===== config.mk =====
export PLATFORM = sky130hd
export DESIGN_NAME = lcd_level_encoder
export DESIGN_NICKNAME = d
export VERILOG_FILES = /design/src/rtl/lcd_lvl_pkg.sv /design/src/rtl/lcd_mode_ctrl.sv /design/src/rtl/lcd_com_enc.sv /design/src/rtl/lcd_seg_enc.sv /design/src/rtl/lcd_level_encoder.sv
export SDC_FILE = /design/constraint.sdc
export NUM_CORES = 1
export LEC_CHECK = 0
export BUFFER_PORTS_ARGS = -buffer_cell sky130_fd_sc_hd__buf_2
export CELL_PAD_IN_SITES_DETAIL_PLACEMENT = 0
export CELL_PAD_IN_SITES_GLOBAL_PLACEMENT = 1
export CORE_UTILIZATION = 33
export CTS_CLUSTER_SIZE = 20
export DETAILED_ROUTE_END_ITERATION = 12
export PLACE_DENSITY = 0.87
export SYNTH_ARGS = -nofsm -noshare
export SYNTH_HDL_FRONTEND = slang
export SYNTH_SLANG_ARGS = --single-unit

===== constraint.sdc =====
create_clock -name clk -period 1.9 [get_ports clk]
set_clock_uncertainty 0.15 [all_clocks]
set_input_delay 0.19 -clock clk [delete_from_list [all_inputs] [get_ports clk]]
set_output_delay 0.19 -clock clk [all_outputs]
set_load 0.03 [all_outputs]

===== src/rtl/lcd_lvl_pkg.sv =====
package lcd_lvl_pkg;

  typedef logic [1:0] lvl_t;

  // rail codes shared by commons and segments
  localparam lvl_t LVL_BOT    = 2'b00;
  localparam lvl_t LVL_LO_MID = 2'b01;
  localparam lvl_t LVL_HI_MID = 2'b10;
  localparam lvl_t LVL_TOP    = 2'b11;

  typedef enum logic [1:0] {
    MODE_STATIC = 2'd0,
    MODE_BLANK  = 2'd1,
    MODE_SCAN   = 2'd2
  } drv_mode_e;

endpackage


===== src/rtl/lcd_mode_ctrl.sv =====
module lcd_mode_ctrl
  import lcd_lvl_pkg::*;
(
  input  logic      por_req,
  input  logic      blank,
  input  logic      frame_b,
  output drv_mode_e mode,
  output logic      phase_b
);

  // reset request outranks blank, blank outranks normal scanning
  always_comb begin
    if (por_req)    mode = MODE_STATIC;
    else if (blank) mode = MODE_BLANK;
    else            mode = MODE_SCAN;
  end

  assign phase_b = frame_b;

endmodule


===== src/rtl/lcd_com_enc.sv =====
module lcd_com_enc
  import lcd_lvl_pkg::*;
#(
  parameter int N_COM = 16,
  parameter int ROW_W = $clog2(N_COM)
)(
  input  logic [ROW_W-1:0]   row_sel,
  input  drv_mode_e          mode,
  input  logic               phase_b,
  output logic [2*N_COM-1:0] com_nxt
);

  localparam lvl_t SEL_A   = LVL_TOP;
  localparam lvl_t SEL_B   = LVL_BOT;
  localparam lvl_t UNSEL_A = LVL_LO_MID;
  localparam lvl_t UNSEL_B = LVL_HI_MID;

  for (genvar gi = 0; gi < N_COM; gi++) begin : g_com
    lvl_t code;
    always_comb begin
      if (mode == MODE_STATIC)
        code = LVL_LO_MID;
      else if (row_sel == ROW_W'(gi))
        code = phase_b ? SEL_B : SEL_A;
      else
        code = phase_b ? UNSEL_B : UNSEL_A;
    end
    assign com_nxt[2*gi +: 2] = code;
  end

endmodule


===== src/rtl/lcd_seg_enc.sv =====
module lcd_seg_enc
  import lcd_lvl_pkg::*;
#(
  parameter int N_SEG = 64
)(
  input  logic [N_SEG-1:0]   seg_word,
  input  drv_mode_e          mode,
  input  logic               phase_b,
  output logic [2*N_SEG-1:0] seg_nxt
);

  // on level sits opposite the selected common of the same frame
  localparam lvl_t ON_A  = LVL_BOT;
  localparam lvl_t ON_B  = LVL_TOP;
  localparam lvl_t OFF_A = LVL_HI_MID;
  localparam lvl_t OFF_B = LVL_LO_MID;

  for (genvar gk = 0; gk < N_SEG; gk++) begin : g_seg
    lvl_t code;
    logic lit;
    assign lit = seg_word[gk] && (mode == MODE_SCAN);
    always_comb begin
      if (mode == MODE_STATIC)
        code = LVL_LO_MID;
      else if (lit)
        code = phase_b ? ON_B : ON_A;
      else
        code = phase_b ? OFF_B : OFF_A;
    end
    assign seg_nxt[2*gk +: 2] = code;
  end

endmodule


===== src/rtl/lcd_level_encoder.sv =====
module lcd_level_encoder
  import lcd_lvl_pkg::*;
#(
  parameter int N_COM = 16,
  parameter int N_SEG = 64,
  parameter int ROW_W = $clog2(N_COM)
)(
  input  logic               clk,
  input  logic               rst_n,
  input  logic [ROW_W-1:0]   row_sel,
  input  logic [N_SEG-1:0]   seg_word,
  input  logic               frame_b,
  input  logic               blank,
  input  logic               por_req,
  output logic [2*N_COM-1:0] com_lvl,
  output logic [2*N_SEG-1:0] seg_lvl
);

  localparam int COM_BITS = 2 * N_COM;
  localparam int SEG_BITS = 2 * N_SEG;

  drv_mode_e            mode;
  logic                 phase_b;
  logic [COM_BITS-1:0]  com_nxt;
  logic [SEG_BITS-1:0]  seg_nxt;
  logic [COM_BITS-1:0]  com_q;
  logic [SEG_BITS-1:0]  seg_q;

  lcd_mode_ctrl u_mode (
    .por_req (por_req),
    .blank   (blank),
    .frame_b (frame_b),
    .mode    (mode),
    .phase_b (phase_b)
  );

  lcd_com_enc #(.N_COM(N_COM), .ROW_W(ROW_W)) u_com (
    .row_sel (row_sel),
    .mode    (mode),
    .phase_b (phase_b),
    .com_nxt (com_nxt)
  );

  lcd_seg_enc #(.N_SEG(N_SEG)) u_seg (
    .seg_word (seg_word),
    .mode     (mode),
    .phase_b  (phase_b),
    .seg_nxt  (seg_nxt)
  );

  always_ff @(posedge clk or negedge rst_n) begin
    if (!rst_n) begin
      com_q <= {N_COM{LVL_LO_MID}};
      seg_q <= {N_SEG{LVL_LO_MID}};
    end else begin
      com_q <= com_nxt;
      seg_q <= seg_nxt;
    end
  end

  assign com_lvl = com_q;
  assign seg_lvl = seg_q;

  // select-rail flags seen at the registered outputs
  logic [N_COM-1:0] com_on_rail;
  logic [N_SEG-1:0] seg_on_rail;
  for (genvar gc = 0; gc < N_COM; gc++) begin : g_crail
    assign com_on_rail[gc] = (com_q[2*gc +: 2] == LVL_TOP) || (com_q[2*gc +: 2] == LVL_BOT);
  end
  for (genvar gs = 0; gs < N_SEG; gs++) begin : g_srail
    assign seg_on_rail[gs] = (seg_q[2*gs +: 2] == LVL_TOP) || (seg_q[2*gs +: 2] == LVL_BOT);
  end


  por_static_chk: assert property (@(posedge clk) disable iff (!rst_n)
    por_req |=> (com_q == {N_COM{LVL_LO_MID}}) && (seg_q == {N_SEG{LVL_LO_MID}}));


  one_common_sel_chk: assert property (@(posedge clk) disable iff (!rst_n)
    !por_req |=> ($countones(com_on_rail) == 1));


  blank_dark_chk: assert property (@(posedge clk) disable iff (!rst_n)
    (blank && !por_req) |=> (seg_on_rail == '0));


  seg_follows_data_chk: assert property (@(posedge clk) disable iff (!rst_n)
    (!blank && !por_req) |=> (seg_on_rail == $past(seg_word)));

endmodule


==> metrics.md, run 1 <==
| Metric | Value |
|---|---|
| Outcome | `complete, no violations` |
| Die area | `approximately 14000 sq um` |
| Clock sink count | `82` |
| IO Port Bufs | `232` |
| Worst setup SP type | `register` |
| Fin crit share | `86.5%` |
| Comb pwr share | `24.6%` |
| Cell-internal power | `about 3.2 mW` |
| FF+latch area | `2050 sq um` |
| Cts bufs inserted | `9` |
| Sequential area share after synthesis | `47.5%` |
| Final-report hold violation count | `0` |
| Worst-path maximum fanout | `64` |
| Mean post-synth cell area | `10.4 sq um` |
| Area of the multi-input gates | `1480 sq um` |
| Static leakage | `2.65 nW` |
| RSZ-0062 raised after global routing | `no` |
| Syn Inst Count | `roughly 420` |
| Final wirelength | `8540 um` |
| Crit path kind | `register to output port` |
| Data arrival time of the worst path | `1.30 ns` |
| Global-route wire length before repair | `13100 um` |
| Longest Clk Path Bufs | `2` |
| Number of I/O pins | `233` |
| Setup TNS | `0 ns` |
| CTS resizes | `0` |
| Sw Ratio | `31.5%` |
| CTS tree | `built` |
| Pre-antenna DRT Iters | `4` |
| Final setup vio count | `0` |
| Area Overhead vs Synth | `22.0%` |
| CP max stage delay | `0.54 ns` |
| F_max | `0.609 GHz` |
| Slew Limit Headroom | `46.3%` |
| Cell taking the most area after synthesis | `dfrtp_1` |
| PwrDens | `slightly below 900 nW/um^2` |
| Initial antenna violation count | `0` |
| DR vias | `3036` |
| Net count reported at finish | `636` |
| Peak supply drop | `361 uV` |
| Ys Warns | `0` |
| P_sw | `around 1.5 mW` |
| Slowest cell on crit path | `dfstp_2` |
| Measured slew at the worst slew-check pin | `just over 0.8 ns` |
| CP cell instances | `buf_12, buf_2` |
| Iter 0 DRT Violations | `between 150 and 200` |
| Die width | `about 120 um` |
| Dpl cells | `723` |
| Die Y | `117 um` |
| Total GRT Usage | `12.7%` |
| Final ANT Viol Nets | `0` |
| Flop pwr share | `40.9%` |
| Maxcap violations | `0` |
| # fillers | `1289` |
| Via-per-instance ratio | `between 4 and 5` |
| WHS | `0.0299 ns` |
| Pin count of the biggest net entering global routing | `83` |
| Syn Std Cell Area | `4330 sq um` |
| Top-area cell type share of the netlist area | `between 40% and 50%` |
| Post-route minimum period | `between 1.5 and 2 ns` |
| Antenna Cells | `0` |
| GP Congestion | `0.744` |
| Net Count, Synth | `490` |
| Critical path endpoint | `seg_lvl[94]` |
| Layout cells sized above 1 | `around 45%` |
| Root buf cell | `clkbuf_16` |
| Worst path required time | `1.56 ns` |
| Crit path from | `seg_lvl[126]$_DFF_PN1_` |
| GRT overflow | `0` |
| Htree depth | `3` |
| Clock Power Share | `34.6%` |
| Post-synth cell types | `17` |
| Tightest Hold Check Type | `primary input to register` |
| DRC viols | `0` |
| Overall Power | `4.67 mW` |
| #FFs+latches synth | `82` |
| CTS clock-pin slew for the worst setup and hold paths | `0.06 ns` |
| Synth area leaders | `dfrtp_1, buf_4, xnor2_1, nand2b_1, nor2_1` |
| Critical Path End Type | `output port` |
| Vias in the first global route | `2711` |
| Non-Filler Instances | `740` |
| FP Rows | `41` |
| Post-DP HPWL | `6020 um` |
| Hold path cells | `4` |
| Initial core utilization | `34.0%` |
| DR WL/cell | `11.5 um` |
| Finished Core Util | `between 40% and 50%` |
| Slew Limit Fails | `0` |
| Core Area | `12700 sq um` |
how the worst min path moves through the flow:
stage	startpoint	to
global route	seg_word[3]	seg_lvl[7]$_DFF_PN0_
detailed placement	rst_n	seg_lvl[51]$_DFF_PN0_
global placement	rst_n	seg_lvl[55]$_DFF_PN0_
CTS	seg_word[2]	seg_lvl[5]$_DFF_PN0_
finish	seg_word[2]	seg_lvl[5]$_DFF_PN0_
floorplan	rst_n	com_lvl[11]$_DFF_PN0_
Yosys cell counts:
cell,n
xnor2_1,64
nor4_1,1
buf_8,6
nor3_2,1
clkbuf_1,1
dfstp_2,2
nand2_1,2
clkbuf_2,6
nor3_1,5
dfrtp_1,80
nand2b_1,69
buf_2,8
buf_6,3
nor2_1,73
mux2i_1,16
or2_1,1
buf_4,79
layout make-up:
class	instances	area share, %
tap	172	4.08
sequential	82	38.9
clock inverter	2	0.237
timing repair buffer	238	23.7
multi-input combinational	232	28.1
clock buffer	14	5.00
worst max-delay path: cells and delay by family, from the launching register on:
| family | cells | cell delay (ns) |
|---|---|---|
| buffers and inverters | 2 | 0.43 |
| flip-flops | 1 | 0.54 |
timing repair:
action,in CTS,in global routing
endpoints found under the hold margin,80,0
setup buffers,0,0
hold buffers,1,0
power groups by stage:
stage               sequential (mW)  combinational [mW]  clock (mW)
global route                   1.92                1.25        1.75
floorplan                      2.22               0.639           0
detailed placement             1.94                1.16           0
finish                         1.91                1.15        1.62
CTS                            1.91                1.16        1.67
global placement               1.94                1.15           0
metrics by stage:
step / setup slack [ns] / area (sq um)
floorplan: 0.146 / 4330
global placement: 0.437 / 4990
detailed placement: 0.391 / 4990
CTS: 0.225 / 5280
global route: 0.140 / 5280
finish: 0.257 / 5280
per-layer routing:
metal  vias up  GRT usage, %  wire [um]
li1       1472             -          -
met1      1400          15.5       3610
met2       154          19.3       3950
met3        10          6.07        868
met4         0          5.38        118
met5         -             0          0
sequential cells by signal (all words and copies together) (netlist names):
signal	count
seg_lvl	65
com_lvl	17
cells by family (layout without fill, tap and decap cells):
family / Yosys count / after routing / share of synthesized area [%]
flip-flops: 82 / 82 / 47.5
multiplexers: 16 / 16 / 3.70
XOR/XNOR: 64 / 64 / 13.0
AND/OR/NAND/NOR: 152 / 152 / 17.6
buffers and inverters: 103 / 254 / 18.3
placed cells by master, fill, tap and decap left out, types with 3 or more instances in the layout:
| master | Yosys | layout |
|---|---|---|
| nor2_1 | 73 | 73 |
| nor3_1 | 5 | 5 |
| clkbuf_16 | 0 | 9 |
| mux2i_1 | 16 | 16 |
| buf_2 | 8 | 230 |
| nand2b_1 | 69 | 69 |
| xnor2_1 | 64 | 64 |
| buf_4 | 79 | 4 |
| clkbuf_1 | 1 | 3 |
| dfrtp_1 | 80 | 80 |
| buf_12 | 0 | 3 |
Power figures use the tool's default switching activity.
==> run 2, diff against run 1 <==
- CORE_UTILIZATION: 33 -> 30
- PLACE_DENSITY: 0.87 -> 0.84
- clock period: 1.9 -> 1.4 ns (I/O delays scaled with it)
==> run 2 against run 1 <==
Effect of this change:
- the flow now finishes with violations (negative hold slack, negative setup slack)
- via count is 11% higher
- setup slack worse by 0.49 ns
- combinational power increased by 59%
- die area up 9.8%
- hold slack worse by 0.042 ns
- flip-flop and latch count unchanged
- routed wire length rose by 20%
- critical endpoint is now seg_lvl[60]
- largest cell class is now buffers
==> metrics.md, run 2 (same netlist as run 1, synthesis figures left out) <==
| Metric | Value |
|---|---|
| Cts bufs inserted | `9` |
| RSZ-0062 raised after global routing | `yes` |
| Final wirelength | `10200 um` |
| Crit path from | `seg_lvl[126]$_DFF_PN1_` |
| FP Rows | `43` |
| Die area | `around 15000 sq um` |
| Longest Clk Path Bufs | `2` |
| Clock sink count | `82` |
| Failing checks | `negative hold slack, negative setup slack` |
| GP Congestion | `0.709` |
| Worst setup SP type | `register` |
| F_max | `between 0.6 and 0.7 GHz` |
| Vias in the first global route | `3208` |
| DRC viols | `0` |
| Antenna Cells | `0` |
| Peak supply drop | `533 uV` |
| GRT overflow | `0` |
| Largest register FFs | `between 60 and 70` |
| Area Overhead vs Synth | `44.4%` |
| Setup WS post-layout | `-0.238 ns` |
| Worst path required time | `1.11 ns` |
| Placed inst area | `5020 sq um` |
| Total GRT Usage | `13.6%` |
| Outcome | `finished with violations` |
| Pin count of the biggest net entering global routing | `83` |
| Final-report hold violation count | `1` |
| Met3 usage | `under 10%` |
| IO Port Bufs | `~230` |
| Initial antenna violation count | `0` |
| Slew Limit Headroom | `a little under half` |
| Crit path kind | `register to output port` |
| Initial core utilization | `30.9%` |
| Final instance area | `6250 sq um` |
| Critical path endpoint | `seg_lvl[60]` |
| Met2 Use GR | `23.5%` |
| Layout cells sized above 1 | `approximately two fifths` |
| Die width | `122 um` |
| Post-route minimum period | `about 1.6 ns` |
| Final ANT Viol Nets | `0` |
| Measured slew at the worst slew-check pin | `0.806 ns` |
| Post-DP HPWL | `6320 um` |
| Most frequent cells in the layout | `buf_2, dfrtp_1, nor2_1` |
| Fin crit share | `117%` |
| Die Y | `~120 um` |
| CTS tree | `built` |
| Commonest non-fill, non-tap cell in the layout | `buf_2` |
| Global-route wire length before repair | `about 15000 um` |
| DR vias | `3371` |
| Root buf cell | `clkbuf_16` |
| Iter 0 DRT Violations | `77` |
| PwrDens | `between 1000 and 1500 nW/um^2` |
| Pre-antenna DRT Iters | `4` |
| Most used routing layer | `met2` |
| Met1 usage | `~15%` |
| Via-per-instance ratio | `about 4.2` |
| Htree depth | `3` |
| Core Area | `14000 sq um` |
| Final setup vio count | `80` |
| Maxcap violations | `0` |
| Number of I/O pins | `233` |
| Slew Limit Fails | `0` |
| CTS clock-pin slew for the worst setup and hold paths | `0.06 ns` |
| Worst-path maximum fanout | `16` |
| Critical Path End Type | `output port` |
| Tightest Hold Check Type | `primary input to register` |
| Net count reported at finish | `699` |
| Static leakage | `slightly above 3 nW` |
| Data arrival time of the worst path | `1.35 ns` |
| DR WL/cell | `12.6 um` |
| WHS | `-0.0119 ns` |
| # fillers | `around 1300` |
## run 2: cell count changes in the layout (fill, tap and decap cells not counted), moves of 2 or more
cell / delta
buf_8: +2
buf_2: -80
dlygate4sd3_1: +55
buf_4: +62
buf_6: +21
buf_12: +2
## run 2: final cells by class
| class | count | area, sq um | share of cell area, % |
|---|---|---|---|
| timing repair buffer | 301 | 2200 | 35.2 |
| tap | 180 | 225 | 3.60 |
| clock inverter | 3 | 40.0 | 0.641 |
| multi-input combinational | 232 | 1480 | 23.7 |
| clock buffer | 12 | 246 | 3.94 |
| sequential | 82 | 2060 | 32.9 |
## run 2: worst min path at each step
stage | endpoint | cells past startpoint | slack, ns | from
floorplan | com_lvl[11]$_DFF_PN0_ | 0 | -0.31 | rst_n
global placement | seg_lvl[59]$_DFF_PN0_ | 2 | 0.05 | rst_n
detailed placement | seg_lvl[59]$_DFF_PN0_ | 2 | 0.06 | rst_n
CTS | seg_lvl[97]$_DFF_PN0_ | 4 | 0.0003 | seg_word[48]
global route | seg_lvl[9]$_DFF_PN0_ | 4 | 0.03 | seg_word[4]
finish | seg_lvl[9]$_DFF_PN0_ | 4 | -0.01 | seg_word[4]
## run 2: critical path: stages (launching register included)
cell and delay [ns]:
dfstp_4 0.67, clkbuf_16 0.18, buf_4 0.16
## run 2: per-layer routing
layer  vias to the layer above  routed length (um)
met5                         -                   0
met4                         0                 190
met3                        15                 915
met2                       167                5220
met1                      1591                3890
li1                       1598                   -
## run 2: timing repair
action / in CTS / in global routing
hold endpoints to repair: 135 / 0
setup buffers: 7 / 0
hold buffers: 56 / 0
setup endpoints to repair: 80 / 80
gates resized for setup: 105 / 3
pin swaps: 0 / 0
gates cloned: 0 / 1
## run 2: report_power, final
group          total [mW]  leakage [nW]  switching, mW  internal, mW
sequential           2.60          1.05         0.0521          2.54
combinational        1.83          1.89           1.11         0.721
clock                2.33         0.142          0.914          1.42
total                6.76          3.09           2.08          4.68
## run 2: through the flow
stage	util (%)	TNS [ns]	instances	power (mW)	worst slack, ns
finish	44.7	-15.48	810	6.76	-0.238
global route	44.7	-19.90	810	7.09	-0.293
CTS	44.4	-16.20	809	6.85	-0.244
detailed placement	35.9	-5.31	731	4.22	-0.0895
global placement	35.9	-0.0745	731	4.20	-0.0150
floorplan	-	-2.99	417	3.88	-0.0475
